**src/rtl/pairq_pkg.sv**
```systemverilog
package pairq_pkg;
  localparam int KIND_W = 4;

  localparam logic [KIND_W-1:0] K_ALU    = 4'd0;
  localparam logic [KIND_W-1:0] K_STACK  = 4'd1;
  localparam logic [KIND_W-1:0] K_BRANCH = 4'd2;
  localparam logic [KIND_W-1:0] K_CALL   = 4'd3;
  localparam logic [KIND_W-1:0] K_SHIFT  = 4'd4;
  localparam logic [KIND_W-1:0] K_ROTATE = 4'd5;
  localparam logic [KIND_W-1:0] K_MUL    = 4'd6;
  localparam logic [KIND_W-1:0] K_STRING = 4'd7;

  typedef enum logic [1:0] {
    MEM_NONE  = 2'd0,
    MEM_LOAD  = 2'd1,
    MEM_STORE = 2'd2,
    MEM_BOTH  = 2'd3
  } mem_e;

  typedef enum logic [1:0] {PC_UV, PC_PU, PC_PV, PC_NP} pclass_e;

  typedef struct packed {
    logic              valid;
    logic [KIND_W-1:0] kind;
    mem_e              mem;
    logic              pfx;
    logic              immdisp;
    logic              cnst;
  } slot_t;

  function automatic pclass_e classify(input slot_t s);
    pclass_e c;
    if (s.immdisp) c = PC_NP;
    else begin
      case (s.kind)
        K_ALU:            c = s.pfx ? PC_PU : PC_UV;
        K_STACK:          c = (s.mem == MEM_BOTH) ? PC_NP : (s.pfx ? PC_PU : PC_UV);
        K_BRANCH:         c = PC_PV;
        K_CALL:           c = s.cnst ? PC_PV : PC_NP;
        K_SHIFT, K_ROTATE: c = s.cnst ? PC_PU : PC_NP;
        default:          c = PC_NP;
      endcase
    end
    return c;
  endfunction

  function automatic logic fits_u(input pclass_e c);
    return (c == PC_UV) || (c == PC_PU);
  endfunction

  function automatic logic fits_v(input pclass_e c);
    return (c == PC_UV) || (c == PC_PV);
  endfunction

  function automatic logic reads_mem(input slot_t s);
    return (s.mem == MEM_LOAD) || (s.mem == MEM_BOTH);
  endfunction

  // Cycles that an instruction keeps both pipes from taking new work.
  function automatic int unsigned occupancy(input slot_t s, input int unsigned mul_c,
                                            input int unsigned str_c);
    int unsigned n;
    if (s.kind == K_MUL)         n = mul_c;
    else if (s.kind == K_STRING) n = str_c;
    else if (s.mem == MEM_BOTH)  n = 3;
    else if (s.mem == MEM_LOAD)  n = 2;
    else                         n = 1;
    return n;
  endfunction

  function automatic logic stack_forward(input slot_t ld, input slot_t tr);
    return (ld.kind == K_STACK) && ((tr.kind == K_STACK) || (tr.kind == K_CALL));
  endfunction
endpackage

```
**src/rtl/pairq_classify.sv**
```systemverilog
module pairq_classify
  import pairq_pkg::*;
(
  input  slot_t   s,
  output pclass_e cls
);
  always_comb cls = classify(s);
endmodule

```
**src/rtl/pairq_decide.sv**
```systemverilog
module pairq_decide
  import pairq_pkg::*;
(
  input  slot_t   ld,
  input  slot_t   tr,
  input  pclass_e cls_ld,
  input  pclass_e cls_tr,
  input  logic    dep_hold,
  input  logic    v_free,
  output logic    pair_ok,
  output logic    order_hold,
  output logic    fwd_ok
);
  always_comb begin
    fwd_ok     = stack_forward(ld, tr);
    pair_ok    = tr.valid && fits_u(cls_ld) && fits_v(cls_tr) && v_free &&
                 (!dep_hold || fwd_ok);
    order_hold = (ld.mem == MEM_BOTH) && reads_mem(tr);
  end
endmodule

```
**src/rtl/pairq_occupancy.sv**
```systemverilog
module pairq_occupancy
  import pairq_pkg::*;
#(
  parameter int MUL_CYC   = 11,
  parameter int STR_CYC   = 12,
  parameter int CALL_VCYC = 10,
  parameter int CNT_W     = 4,
  parameter int VCNT_W    = 4
) (
  input  logic              clk,
  input  logic              rst_n,
  input  slot_t             ld,
  input  slot_t             tr,
  input  logic              issue_u,
  input  logic              pair_go,
  input  logic              defer_go,
  input  logic              hold_set,
  output logic [CNT_W-1:0]  busy_q,
  output logic [VCNT_W-1:0] vbusy_q,
  output logic              hold_q
);
  logic [CNT_W-1:0] span_ld, span_tr, span_grp;
  logic             call_start;

  always_comb begin
    span_ld    = CNT_W'(occupancy(ld, MUL_CYC, STR_CYC) - 1);
    span_tr    = CNT_W'(occupancy(tr, MUL_CYC, STR_CYC) - 1);
    span_grp   = (pair_go && (span_tr > span_ld)) ? span_tr : span_ld;
    call_start = ((issue_u || defer_go) && (ld.kind == K_CALL)) ||
                 (pair_go && (tr.kind == K_CALL));
  end

  always_ff @(posedge clk or negedge rst_n) begin
    if (!rst_n) begin
      busy_q  <= '0;
      vbusy_q <= '0;
      hold_q  <= 1'b0;
    end else begin
      if (issue_u)            busy_q <= span_grp;
      else if (defer_go)      busy_q <= span_ld;
      else if (busy_q != '0)  busy_q <= busy_q - CNT_W'(1);

      if (issue_u)                 hold_q <= hold_set;
      else if (busy_q <= CNT_W'(1)) hold_q <= 1'b0;

      if (call_start)          vbusy_q <= VCNT_W'(CALL_VCYC - 1);
      else if (vbusy_q != '0)  vbusy_q <= vbusy_q - VCNT_W'(1);
    end
  end

  AST_BUSY_STEP: assert property (@(posedge clk) disable iff (!rst_n)
    (busy_q != '0 && !defer_go) |=> (busy_q == $past(busy_q) - CNT_W'(1)))
    else $error("occupancy did not count down");
endmodule

```
**src/rtl/pairq_issue.sv**
```systemverilog
module pairq_issue
  import pairq_pkg::*;
#(
  parameter int MUL_CYC   = 11,
  parameter int STR_CYC   = 12,
  parameter int CALL_VCYC = 10
) (
  input  logic       clk,
  input  logic       rst_n,
  input  logic       lead_valid,
  input  logic [3:0] lead_kind,
  input  logic [1:0] lead_mem,
  input  logic       lead_pfx,
  input  logic       lead_immdisp,
  input  logic       lead_cnst,
  input  logic       trail_valid,
  input  logic [3:0] trail_kind,
  input  logic [1:0] trail_mem,
  input  logic       trail_pfx,
  input  logic       trail_immdisp,
  input  logic       trail_cnst,
  input  logic       dep_hold,
  output logic       issue_u,
  output logic       issue_v,
  output logic       stall
);
  localparam int NSLOT   = 2;
  localparam int LONGEST = (MUL_CYC > STR_CYC) ? MUL_CYC : STR_CYC;
  localparam int OCC_MAX = (LONGEST > 3) ? LONGEST : 3;
  localparam int CNT_W   = $clog2(OCC_MAX + 1);
  localparam int VCNT_W  = $clog2(CALL_VCYC + 1);

  slot_t   slots [NSLOT];
  pclass_e cls   [NSLOT];

  assign slots[0] = {lead_valid, lead_kind, lead_mem, lead_pfx, lead_immdisp, lead_cnst};
  assign slots[1] = {trail_valid, trail_kind, trail_mem, trail_pfx, trail_immdisp, trail_cnst};

  for (genvar gi = 0; gi < NSLOT; gi++) begin : g_cls
    pairq_classify u_cls (.s(slots[gi]), .cls(cls[gi]));
  end

  logic              pair_ok, order_hold, fwd_ok;
  logic              pair_go, defer_go, hold_set;
  logic [CNT_W-1:0]  busy_q;
  logic [VCNT_W-1:0] vbusy_q;
  logic              hold_q;

  pairq_decide u_decide (
    .ld(slots[0]), .tr(slots[1]), .cls_ld(cls[0]), .cls_tr(cls[1]),
    .dep_hold(dep_hold), .v_free(vbusy_q == '0),
    .pair_ok(pair_ok), .order_hold(order_hold), .fwd_ok(fwd_ok)
  );

  always_comb begin
    issue_u  = lead_valid && (busy_q == '0);
    hold_set = issue_u && pair_ok && order_hold;
    pair_go  = issue_u && pair_ok && !order_hold;
    defer_go = lead_valid && hold_q && (busy_q == CNT_W'(1));
    issue_v  = pair_go || defer_go;
    stall    = lead_valid && !issue_u && !issue_v;
  end

  pairq_occupancy #(
    .MUL_CYC(MUL_CYC), .STR_CYC(STR_CYC), .CALL_VCYC(CALL_VCYC),
    .CNT_W(CNT_W), .VCNT_W(VCNT_W)
  ) u_occ (
    .clk(clk), .rst_n(rst_n), .ld(slots[0]), .tr(slots[1]),
    .issue_u(issue_u), .pair_go(pair_go), .defer_go(defer_go), .hold_set(hold_set),
    .busy_q(busy_q), .vbusy_q(vbusy_q), .hold_q(hold_q)
  );

  AST_V_WITH_U: assert property (@(posedge clk) disable iff (!rst_n)
    (issue_v && !hold_q) |-> issue_u)
    else $error("V issued without U");
  AST_DEP_SINGLE: assert property (@(posedge clk) disable iff (!rst_n)
    (dep_hold && !fwd_ok && issue_u) |-> !issue_v)
    else $error("dependent pair issued");
  AST_CALL_NOPAIR: assert property (@(posedge clk) disable iff (!rst_n)
    (vbusy_q != '0) |-> !(issue_u && issue_v))
    else $error("pair inside call window");
  AST_HOLD_FROM_LEAD: assert property (@(posedge clk) disable iff (!rst_n)
    $rose(hold_q) |-> $past(issue_u && !issue_v))
    else $error("hold without lone lead");
  AST_MUL_SPAN: assert property (@(posedge clk) disable iff (!rst_n)
    $past(issue_u && lead_kind == K_MUL) |-> (busy_q == CNT_W'(MUL_CYC - 1)))
    else $error("multiply span wrong");
  AST_STALL_BUSY: assert property (@(posedge clk) disable iff (!rst_n)
    stall |-> (busy_q != '0))
    else $error("stall while idle");
endmodule

```
**config.mk**
```make
export PLATFORM = sky130hd
export DESIGN_NAME = pairq_issue
export DESIGN_NICKNAME = d
export VERILOG_FILES = /design/src/rtl/pairq_pkg.sv /design/src/rtl/pairq_classify.sv /design/src/rtl/pairq_decide.sv /design/src/rtl/pairq_occupancy.sv /design/src/rtl/pairq_issue.sv
export SDC_FILE = /design/constraint.sdc
export NUM_CORES = 1
export LEC_CHECK = 0
export CAP_MARGIN = 20
export CORE_ASPECT_RATIO = 0.75
export CORE_UTILIZATION = 40
export CTS_CLUSTER_DIAMETER = 100
export DETAILED_ROUTE_END_ITERATION = 12
export PLACE_DENSITY = 0.67
export SLEW_MARGIN = 5
export SYNTH_ARGS = -nofsm -noshare
export SYNTH_HDL_FRONTEND = slang
export SYNTH_HIERARCHICAL = 1
export SYNTH_SLANG_ARGS = --single-unit
```
**constraint.sdc**
```tcl
create_clock -name clk -period 3.8 [get_ports clk]
set_input_delay 0.95 -clock clk [delete_from_list [all_inputs] [get_ports clk]]
set_output_delay 0.95 -clock clk [all_outputs]
set_load 0.01 [all_outputs]
```
==> summary.md <==
| Metric | Value |
|---|---|
| Run status | finished with violations |
| Violations in the final reports | negative setup slack |
| Total number of nets in the final design | 195 |
| Clock tree buffer depth | 2 |
| Layout Cell Area excl Fill | roughly 1400 um2 |
| Global route overflow | 0 |
| Share of power burned in combinational logic | 55.7% |
| Pre-CTS WS | -0.898 ns |
| Power density over the cells | 442 nW/um2 |
| DR WL/cell | approximately 13 um |
| Type of element launching the critical path | input port |
| Clock network fraction of design power | about an eighth |
| Warnings from Yosys | 6 |
| Width of the die | between 50 and 60 um |
| Final worst path period share | 101% |
| Number of routed nets with antenna violations | 0 |
| Max-cap violation count | 0 |
| Pins Over Slew Limit | 0 |
| Clock latency of the later-clocked register in the worst-skew pair | 0.26 ns |
| Detailed-routing iteration count for the pre-antenna-repair pass | 4 |
| Count of clock tree sinks | 9 |
| Worst setup path class | in2out |
| First-pass GRT wire length | between 4000 and 5000 um |
| DRC viols | 0 |
| Overall die area | approximately 2700 um2 |
| Tot Pwr | 0.634 mW |
| Count of mapped cells out of synthesis | 118 |
| Pin count of the biggest net entering global routing | 11 |
| Vias in the first global route | between 1k and 1.5k |
| Area Overhead vs Synth | 44.0% |
| VDD IR max | 0.292 mV |
| Timing-limited maximum frequency | 259 MHz |
| Hold Crit Class | reg2reg |
| Initial core utilization | between 40% and 50% |
| Core region area | between 2000 and 2500 um2 |
| Post-synthesis cell area | between 900 and 1000 um2 |
| Number of violations reported at the end of detailed-routing iteration 0 | 33 |
| I/O pins | 26 |
| Nets in the synthesized netlist | 150 |
| Data arrival time of the critical path | around 2.9 ns |
| Gp weighted congestion | ~0.8 |
| Total of hold buffers inserted after clock tree synthesis | 0 |
| Internal | approximately 0.37 mW |
| Leakage component of the power | 0.672 nW |
| Worst Path Max Fanout | 2 |
| Cells on worst reg2reg path | 8 |
| Filler Cells Inserted | 242 |
| Number of vias per cell | 5.31 |
| Antenna violations before repair | 0 |
| GRT Total Usage | between 20% and 30% |
| Total number of placement rows | 15 |
| Final antenna diode count | 0 |
| Sum of routed wire length over all layers | 2560 um |
| DR vias | approximately 1.0k |
| Clock-pin slew reported for the worst setup and hold paths after clock tree synthesis | about 0.060 ns |
| Clock tree from TritonCTS | yes |
| Time the worst path needs with I/O delays and setup | around 3.9 ns |
| Unrepaired setup endpoints after global routing | yes |
| Half-perimeter wire length after placement | 2030 um |
| Clk Tree Root Cell | clkbuf_4 |
| Hold path depth | 2 |
| Die height | 45.2 um |
| Required time at the worst-slack endpoint | about 2.9 ns |
| DP Area | approximately 1400 um2 |
| Total negative slack | -0.0558 ns |
| Final hold viol count | 0 |
| TritonCTS buffer count | 3 |
| Sw Pwr | between 0.2 and 0.3 mW |
| Endpoint type of the worst setup path | output pin |
| Final worst clock skew | 0.00767 ns |
| Count of port buffers added during placement | 24 |
| Final critical-path setup slack | -0.0558 ns |
| H-Tree Depth | 1 |
| Sw Ratio | roughly two fifths |
| Synthesized area per cell | approximately 8.4 um2 |
| Total setup violations reported at the end of the flow | 1 |
| Share of final-layout standard cells stronger than drive strength 1 | between 20 and 30% |
| Part of the total power dissipated in sequential elements | 32.3% |
## worst paths after layout
check / end / from / slack, ns
max: issue_v / trail_mem[0] / -0.06
min: u_occ/vbusy_q[3] / u_occ/vbusy_q[3] / 0.58
max reg2reg: u_occ/busy_q[1] / u_occ/vbusy_q[1] / 1.29
min reg2reg: u_occ/vbusy_q[3] / u_occ/vbusy_q[3] / 0.58
max in group asynchronous: u_occ/busy_q[0] / rst_n / 2.51
min in group asynchronous: u_occ/busy_q[3] / rst_n / 0.99
## power groups by stage
stage	registers (mW)	logic [mW]	clock network [mW]
final	0.205	0.354	0.0759
after global routing	0.213	0.399	0.0813
after CTS	0.204	0.351	0.0780
after detailed placement	0.205	0.352	0
after global placement	0.200	0.341	0
after floorplan	0.187	0.256	0
## final cells by class
cell class | count | area, um2 | area share [%]
Multi-Input combinational cell | 100 | 771 | 53.8
Timing Repair Buffer | 41 | 339 | 23.6
Sequential cell | 9 | 225 | 15.7
Tap cell | 34 | 42.5 | 2.97
Inverter | 8 | 30.0 | 2.09
Clock buffer | 4 | 26.3 | 1.83
## critical path, stage by stage
cell	delay, ns
buf_6	0.09
a311oi_2	0.24
a21oi_1	0.06
or4_4	0.43
nor4bb_4	0.27
o21a_1	0.18
or3b_4	0.39
a21oi_2	0.15
buf_2	0.14
## registers in the layout, summed over array words and instances, names as in the netlist
signal,cells
u_occ/busy_q,4
u_occ/vbusy_q,4
u_occ/hold_q,1
## cells in the final DEF, fill, tap and decap left out, types with 2 or more instances in the layout
cell type and count:
ha_1 9, buf_6 3, clkdlybuf4s50_1 6, nor3_1 2
clkbuf_4 3, buf_2 3, inv_1 7, dfrtp_1 9
nor2b_1 5, dlymetal6s2s_1 2, or4_4 2, buf_4 17
dlygate4sd2_1 6, clkbuf_2 3, xnor2_1 2, a21oi_1 9
nor4_1 2, nand3b_1 3, mux2i_1 2, nand2b_1 5
and2_1 2, nor2_1 7, o211ai_1 3, o21ai_0 4
conb_1 2, nand2_1 10
## routing by layer
metal | routed length (um) | vias to the layer above | track usage [%]
met2 | 1280 | 35 | 37.1
met4 | 0 | 0 | 3.72
met3 | 136 | 0 | 4.87
met1 | 1150 | 475 | 25.6
met5 | 0 | - | 0
li1 | - | 531 | -
## timing repair
action | in CTS | in global routing
gates cloned | 0 | 0
setup endpoints to repair | 1 | 1
gates resized for setup | 41 | 11
setup buffers | 0 | 1
pin swaps | 7 | 6
## metrics by stage
stage / hold WS, ns / util (%) / std cells
global route: 0.612 / 61.6 / 196
floorplan: 0.498 / - / 118
detailed placement: 0.559 / 59.9 / 191
finish: 0.581 / 61.6 / 196
global placement: 0.539 / 59.9 / 191
CTS: 0.574 / 60.4 / 195
Note: power is estimated with default switching activity, not from simulation.
